<file path="config.mk">
export PLATFORM = sky130hd
export DESIGN_NAME = smx_core
export DESIGN_NICKNAME = d
export VERILOG_FILES = /design/src/rtl/smx_pkg.sv /design/src/rtl/smx_decode.sv /design/src/rtl/smx_regfile.sv /design/src/rtl/smx_pcunit.sv /design/src/rtl/smx_core.sv
export SDC_FILE = /design/constraint.sdc
export NUM_CORES = 2
export LEC_CHECK = 0
export BUFFER_PORTS_ARGS = -buffer_cell sky130_fd_sc_hd__buf_2
export CAP_MARGIN = 20
export CORE_MARGIN = 2
export CORE_UTILIZATION = 41
export DETAILED_ROUTE_END_ITERATION = 16
export PLACE_DENSITY = 0.56
export SYNTH_ARGS = -nofsm -noshare
export SYNTH_HDL_FRONTEND = slang
export SYNTH_SLANG_ARGS = --single-unit
</file>
<file path="constraint.sdc">
create_clock -name clk -period 7.9 [get_ports clk]
set_clock_uncertainty 0.2 [all_clocks]
set_input_delay 1.185 -clock clk [delete_from_list [all_inputs] [get_ports clk]]
set_output_delay 1.185 -clock clk [all_outputs]
set_load 0.1 [all_outputs]
</file>
<file path="src/rtl/smx_pkg.sv">
package smx_pkg;
    localparam int unsigned XLEN = 32;
    localparam int unsigned NREG = 32;
    localparam int unsigned RAW  = $clog2(NREG);
    localparam int unsigned IMMW = 16;
    localparam int unsigned OPW  = 6;

    localparam logic [OPW-1:0] OPC_ADDIU = 6'h09;
    localparam logic [OPW-1:0] OPC_LW    = 6'h23;
    localparam logic [OPW-1:0] OPC_SW    = 6'h2B;
    localparam logic [OPW-1:0] OPC_BNE   = 6'h05;
    localparam logic [OPW-1:0] OPC_COP0  = 6'h10;
    localparam logic [RAW-1:0] COP0_MOVE_TO = 5'h04;

    typedef enum logic { WB_SUM = 1'b0, WB_LOAD = 1'b1 } wb_sel_e;

    typedef struct packed {
        logic    rf_we;
        wb_sel_e wb_sel;
        logic    mem_we;
        logic    is_bne;
        logic    th_we;
    } ctrl_t;

    typedef struct packed {
        logic [OPW-1:0]  op;
        logic [RAW-1:0]  rs;
        logic [RAW-1:0]  rt;
        logic [RAW-1:0]  rd;
        logic [IMMW-1:0] imm;
    } ifields_t;

    function automatic ifields_t crack(input logic [XLEN-1:0] w);
        ifields_t f;
        f.op  = w[31:26];
        f.rs  = w[25:21];
        f.rt  = w[20:16];
        f.rd  = w[15:11];
        f.imm = w[15:0];
        return f;
    endfunction

    function automatic logic [XLEN-1:0] sext(input logic [IMMW-1:0] v);
        return {{(XLEN-IMMW){v[IMMW-1]}}, v};
    endfunction

    function automatic ctrl_t decode(input ifields_t f, input logic [RAW-1:0] th_sel);
        ctrl_t c;
        c = '0;
        case (f.op)
            OPC_ADDIU: begin c.rf_we = 1'b1; c.wb_sel = WB_SUM;  end
            OPC_LW:    begin c.rf_we = 1'b1; c.wb_sel = WB_LOAD; end
            OPC_SW:    c.mem_we = 1'b1;
            OPC_BNE:   c.is_bne = 1'b1;
            OPC_COP0:  c.th_we = (f.rs == COP0_MOVE_TO) && (f.rd == th_sel);
            default:   c = '0;
        endcase
        return c;
    endfunction
endpackage

</file>
<file path="src/rtl/smx_decode.sv">
module smx_decode
    import smx_pkg::*;
#(
    parameter logic [RAW-1:0] TH_SEL = 5'd21
) (
    input  logic [XLEN-1:0] instr,
    output ifields_t        fld,
    output ctrl_t           ctl,
    output logic [XLEN-1:0] imm_x
);
    always_comb begin
        fld   = crack(instr);
        ctl   = decode(fld, TH_SEL);
        imm_x = sext(fld.imm);
    end
endmodule

</file>
<file path="src/rtl/smx_regfile.sv">
module smx_regfile
    import smx_pkg::*;
#(
    parameter int unsigned NRD = 2
) (
    input  logic            clk,
    input  logic            rst,
    input  logic [RAW-1:0]  raddr [NRD],
    output logic [XLEN-1:0] rdata [NRD],
    input  logic            we,
    input  logic [RAW-1:0]  waddr,
    input  logic [XLEN-1:0] wdata
);
    logic [XLEN-1:0] regs [NREG];

    always_ff @(posedge clk) begin
        if (rst) begin
            for (int i = 0; i < NREG; i++) regs[i] <= '0;
        end else if (we && (waddr != '0)) begin
            regs[waddr] <= wdata;
        end
    end

    for (genvar p = 0; p < NRD; p++) begin : g_rd
        assign rdata[p] = (raddr[p] == '0) ? '0 : regs[raddr[p]];
    end

    // the zero register never picks up a value
    a_r8_zero_entry: assert property (@(posedge clk) disable iff (rst)
        regs[0] == '0);

    // a write to a non-zero register is visible at the next edge
    a_r4_write_lands: assert property (@(posedge clk) disable iff (rst)
        (we && (waddr != '0)) |=> (regs[$past(waddr)] == $past(wdata)));
endmodule

</file>
<file path="src/rtl/smx_pcunit.sv">
module smx_pcunit
    import smx_pkg::*;
#(
    parameter logic [XLEN-1:0] RESET_PC = 32'h0000_1000
) (
    input  logic            clk,
    input  logic            rst,
    input  logic            taken,
    input  logic [XLEN-1:0] imm_x,
    output logic [XLEN-1:0] pc
);
    localparam logic [XLEN-1:0] STEP = XLEN'(4);

    logic [XLEN-1:0] pc_q, pc_inc, pc_tgt;

    always_comb begin
        pc_inc = pc_q + STEP;
        pc_tgt = pc_inc + {imm_x[XLEN-3:0], 2'b00};
    end

    always_ff @(posedge clk) begin
        if (rst)        pc_q <= RESET_PC;
        else if (taken) pc_q <= pc_tgt;
        else            pc_q <= pc_inc;
    end

    assign pc = pc_q;

    a_r1_reset_pc: assert property (@(posedge clk) disable iff (rst)
        $past(rst) |-> (pc_q == RESET_PC));

    a_r2_sequential: assert property (@(posedge clk) disable iff (rst)
        (!$past(rst) && !$past(taken)) |-> (pc_q == $past(pc_q) + STEP));

    a_r3_branch_target: assert property (@(posedge clk) disable iff (rst)
        (!$past(rst) && $past(taken)) |->
        (pc_q == $past(pc_q) + STEP + ($past(imm_x) << 2)));
endmodule

</file>
<file path="src/rtl/smx_core.sv">
module smx_core
    import smx_pkg::*;
#(
    parameter logic [XLEN-1:0] RESET_PC   = 32'h0000_1000,
    parameter logic [RAW-1:0]  TOHOST_SEL = 5'd21,
    parameter int unsigned     TOHOST_W   = 8
) (
    input  logic                clk,
    input  logic                rst,
    output logic [XLEN-1:0]     imem_addr,
    input  logic [XLEN-1:0]     imem_rdata,
    output logic [XLEN-1:0]     dmem_addr,
    output logic [XLEN-1:0]     dmem_wdata,
    output logic                dmem_we,
    input  logic [XLEN-1:0]     dmem_rdata,
    output logic [TOHOST_W-1:0] tohost
);
    ifields_t        fld;
    ctrl_t           ctl;
    logic [XLEN-1:0] imm_x;
    logic [RAW-1:0]  rf_ra [2];
    logic [XLEN-1:0] rf_rd [2];
    logic [XLEN-1:0] sum, wb_data;
    logic            taken;
    logic [TOHOST_W-1:0] tohost_q;

    smx_decode #(.TH_SEL(TOHOST_SEL)) u_dec (
        .instr (imem_rdata),
        .fld   (fld),
        .ctl   (ctl),
        .imm_x (imm_x)
    );

    assign rf_ra[0] = fld.rs;
    assign rf_ra[1] = fld.rt;

    always_comb begin
        sum     = rf_rd[0] + imm_x;
        wb_data = (ctl.wb_sel == WB_LOAD) ? dmem_rdata : sum;
        taken   = ctl.is_bne && (rf_rd[0] != rf_rd[1]);
    end

    smx_regfile #(.NRD(2)) u_rf (
        .clk   (clk),
        .rst   (rst),
        .raddr (rf_ra),
        .rdata (rf_rd),
        .we    (ctl.rf_we),
        .waddr (fld.rt),
        .wdata (wb_data)
    );

    smx_pcunit #(.RESET_PC(RESET_PC)) u_pc (
        .clk   (clk),
        .rst   (rst),
        .taken (taken),
        .imm_x (imm_x),
        .pc    (imem_addr)
    );

    always_ff @(posedge clk) begin
        if (rst)             tohost_q <= '0;
        else if (ctl.th_we)  tohost_q <= rf_rd[1][TOHOST_W-1:0];
    end

    assign tohost     = tohost_q;
    assign dmem_addr  = sum;
    assign dmem_wdata = rf_rd[1];
    assign dmem_we    = ctl.mem_we && !rst;

    // the store strobe only accompanies the store opcode
    a_r6_store_gate: assert property (@(posedge clk) disable iff (rst)
        dmem_we |-> (imem_rdata[31:26] == OPC_SW));

    // host status moves only after a matching coprocessor move
    a_r7_tohost_hold: assert property (@(posedge clk) disable iff (rst)
        (!$past(rst) && !$past(ctl.th_we)) |-> $stable(tohost_q));
endmodule

</file>
==> flow_summary.toml <==
[sta]
rsz0062_at_grt = "no"
post-route-period-util_pct = 97.20
maxSlewHeadroom_pct = 13.37
hold_viol = 0
fmax_mhz = 130.2
setup_tns_ps = 0
tightestPinTransition_ps = 1291
slew_violations = 0
setup_viol = 0
timing.final.crit_period_ps = 7679

[clocking]
cts_root_buffer = "clkbuf_16"
clk_path_buf_depth = 3
cts_tree = "yes"
path_clk_slew_ps = 60
clock-sinks = 1062
cts-buffers-inserted = 113
h-tree-depth = 3
insertion_delay_ps = 770
hold_buffers = 0

[global_routing]
grt_pass1_vias = 44090
grt_antenna_before_repair = 14
grt_max_degree = 77
grt_use_total_pct = 36.14
overflow = 0
grt_pass1_wl_um = 362200

[worst_setup_path]
cp_data_required_time_ps = 6510
critPathLaunchType = "primary input"
r2r_end = "u_rf.regs[31][17]$_SDFFCE_PN0P_"
reg2reg_slack_ps = 2590
critical_path.startpoint = "imem_rdata[24]"
r2r_start = "u_rf.regs[11][1]$_SDFFCE_PN0P_"
crit_type = "primary input to primary output"
endpoint_kind = "primary output"
cp_max_fo = 16
worstSetupEndpoint = "dmem_addr[31]"
worstPathArrival_ps = 6290
reg2reg_depth = 18

[synthesis]
synth_area_mm2 = 0.05798
avgSynthCellArea_um2 = 12.08
synth_flop_cell = "edfxtp_1"
ys.warnings.count = 0
ys_types = 80
syn_inst = 4800
synth_edf_count = 1024
seq_area_frac_synth_pct = 54.35
ys_ff_latch = 1062
ys_async_sr_fraction_pct = 0

[power_and_ir_drop]
p_int_uw = 10430
pwr-share-clk_pct = 34.9
ir_drop_uv = 241.4
power_frac_seq_pct = 41.5
switchingPower_uw = 5181
swShare_pct = 33.19
power_frac_comb_pct = 23.6
leakagePower_uw = 0.02529
power_density_mw_per_mm2 = 236.2

[run_status]
outcome = "finished, final reports clean"

[finish]
syn_to_final_growth_pct = 14.01
nets = 5049
fin_util_pct = 47.26
fill_cells = 12550
final_cells = 6896
drive_gt1_share_pct = 19.00

[floorplan]
die-area_mm2 = 0.1444
num_io_pins = 171
initial_core_util_pct = 41.45
fp.dieH_um = 380.0
rows = 137
coreArea_mm2 = 0.1399
fp.dieW_um = 380.0

[detailed_routing]
dr_total_vias = 46290
antenna_left = 0
vias_per_cell = 6.712
wl_um = 267800
remaining_drc_errors = 0
drt_iter0_drc = 7903
drt_pass1_iterations = 7
routedWlPerCell_um = 38.84

[placed_design]
io_buffer_count = 168
dp_cells = 6677
place.gp.congestion = 0.9478
place_hpwl_um = 158600

[run]
cap_viol_max_count = 0

[worst_hold_path]
min_path_type = "register to register"
==> worst min-delay path by stage <==
stage                                   from                      to  depth (start not counted)
6_report              tohost[5]$_SDFFE_PP0P_  tohost[5]$_SDFFE_PP0P_                          2
5_1_grt               tohost[1]$_SDFFE_PP0P_  tohost[1]$_SDFFE_PP0P_                          2
4_1_cts               tohost[5]$_SDFFE_PP0P_  tohost[5]$_SDFFE_PP0P_                          2
3_5_place_dp          tohost[5]$_SDFFE_PP0P_  tohost[5]$_SDFFE_PP0P_                          2
3_3_place_gp          tohost[1]$_SDFFE_PP0P_  tohost[1]$_SDFFE_PP0P_                          2
2_1_floorplan  u_rf.regs[0][1]$_SDFFCE_PN0P_  tohost[1]$_SDFFE_PP0P_                          8
==> metrics by stage <==
step / worst slack (ps) / power, µW / instance area, µm² / hold slack, ps
3_5_place_dp: 193.4 / 10150 / 62320 / 269.4
6_report: 220.9 / 15610 / 66100 / 288.4
4_1_cts: 176.7 / 15480 / 66010 / 284.6
3_3_place_gp: 263.7 / 10140 / 62300 / 264.9
5_1_grt: 41.82 / 15910 / 66090 / 308.9
2_1_floorplan: 375.1 / 8748 / 58100 / 694.7
==> synthesized netlist by cell type, types with 10 or more instances <==
master	number	area (µm²)
ha_1	61	763.2
mux2i_1	668	6686
edfxtp_1	1024	30750
nor2_1	1159	4350
o21ai_0	55	275.3
a211oi_2	16	200.2
mux4_2	200	4504
o22ai_1	284	1777
a21o_1	39	292.8
nand2b_1	41	256.5
o211ai_1	11	82.58
a22oi_1	20	150.1
buf_4	39	292.8
clkbuf_1	270	1013
a21oi_1	87	435.4
dfxtp_1	38	760.7
mux2_2	30	337.8
buf_6	31	349.1
or4_1	24	180.2
buf_1	14	52.55
and2_1	10	62.56
nand3_1	37	185.2
a221oi_1	19	166.4
xnor2_1	74	648.1
nand4_1	12	75.07
nor2b_1	13	81.33
nand2_1	135	506.7
and3_1	19	118.9
xor2_1	31	271.5
a31oi_1	13	81.33
nor3_1	24	120.1
inv_1	32	120.1
or3_1	11	68.82
a211oi_1	13	97.59
buf_2	77	385.4
nor4_1	31	193.9
==> logic make-up (layout without fill, tap and decap cells) <==
| kind of cell | count (synthesis) | after routing | synth area share, % |
|---|---|---|---|
| mux | 901 | 901 | 19.94 |
| other cells | 1 | 37 | 0.006468 |
| flops | 1062 | 1062 | 54.35 |
| buf+inv | 467 | 651 | 3.939 |
| fa+ha+maj | 63 | 63 | 1.386 |
| compound gates | 635 | 635 | 7.351 |
| simple gates | 1566 | 1566 | 11.44 |
| xor+xnor | 105 | 105 | 1.586 |
==> area by class of cell <==
| cell class | count | area [µm²] | area share [%] |
|---|---|---|---|
| Clock inverter | 80 | 767.0 | 1.160 |
| Sequential cell | 1062 | 31510 | 47.67 |
| Clock buffer | 132 | 2920 | 4.418 |
| Timing Repair Buffer | 407 | 3487 | 5.276 |
| Tap cell | 1876 | 2347 | 3.551 |
| Antenna cell | 3 | 7.507 | 0.01136 |
| Multi-Input combinational cell | 3304 | 24940 | 37.73 |
| Inverter | 32 | 122.6 | 0.1855 |
==> power groups by stage <==
stage | Combinational, µW | Sequential (µW) | Clock, µW
floorplan | 2190 | 6560 | 0
global placement | 3560 | 6580 | 0
detailed placement | 3570 | 6580 | 0
CTS | 3570 | 6470 | 5440
global route | 3760 | 6490 | 5670
finish | 3690 | 6470 | 5450
==> layer usage <==
| metal | global-route usage, % | vias to the layer above | routed length (µm) |
|---|---|---|---|
| met4 | 24.09 | 14 | 21290 |
| met3 | 11.00 | 1004 | 38420 |
| met1 | 45.59 | 22910 | 93070 |
| li1 | - | 18190 | - |
| met2 | 53.60 | 4169 | 115000 |
| met5 | 0 | - | 88 |
==> repair_timing <==
| item | CTS | global route |
|---|---|---|
| setup buffers | 0 | 0 |
| setup endpoints to repair | 0 | 2 |
| endpoints found under the hold margin | 0 | 0 |
| resized for setup | 0 | 2 |
==> state kept, by name (all words and copies together), names as in the netlist <==
signal,cells
tohost,8
u_pc.pc,30
u_rf.regs,1024
==> critical path, stage by stage <==
cell and delay (ps):
buf_2 460, nand2_2 580, buf_4 390, o22ai_1 200, a211o_1 480, ha_1 400, a211o_1 320, nor2_1 90
nand2_1 60, a21oi_1 170, nor3_2 110, buf_4 150, o21ai_0 430, o21a_1 240, nor2b_1 70, or2_2 300
a21oi_1 190, xnor2_1 200, buf_12 220
==> cells in the final DEF (no fill, tap or decap), drive strengths merged, types with 7 or more instances in the layout <==
cell and instances:
xor2 31, nand4 12, o2111ai 7, a221oi 19, o211ai 11, a211oi 29, bufinv 13, nand4b 7
or2 8, nand3 37, and2 11, clkbuf 132, mux2i 668, mux4 200, nand2b 41, o21bai 7
o21ai 56, nor2 1159, nor4 32, or3 11, nor2b 13, and3 19, or4 24, buf 407
a21boi 7, a21o 39, mux2 33, nor3 25, a22oi 20, ha 61, a31oi 21, inv 33
xnor2 74, dfxtp 38, a21oi 88, clkinv 61, o22ai 284, conb 34, edfxtp 1024, nand2 135
(Power assumes the default switching activity.)
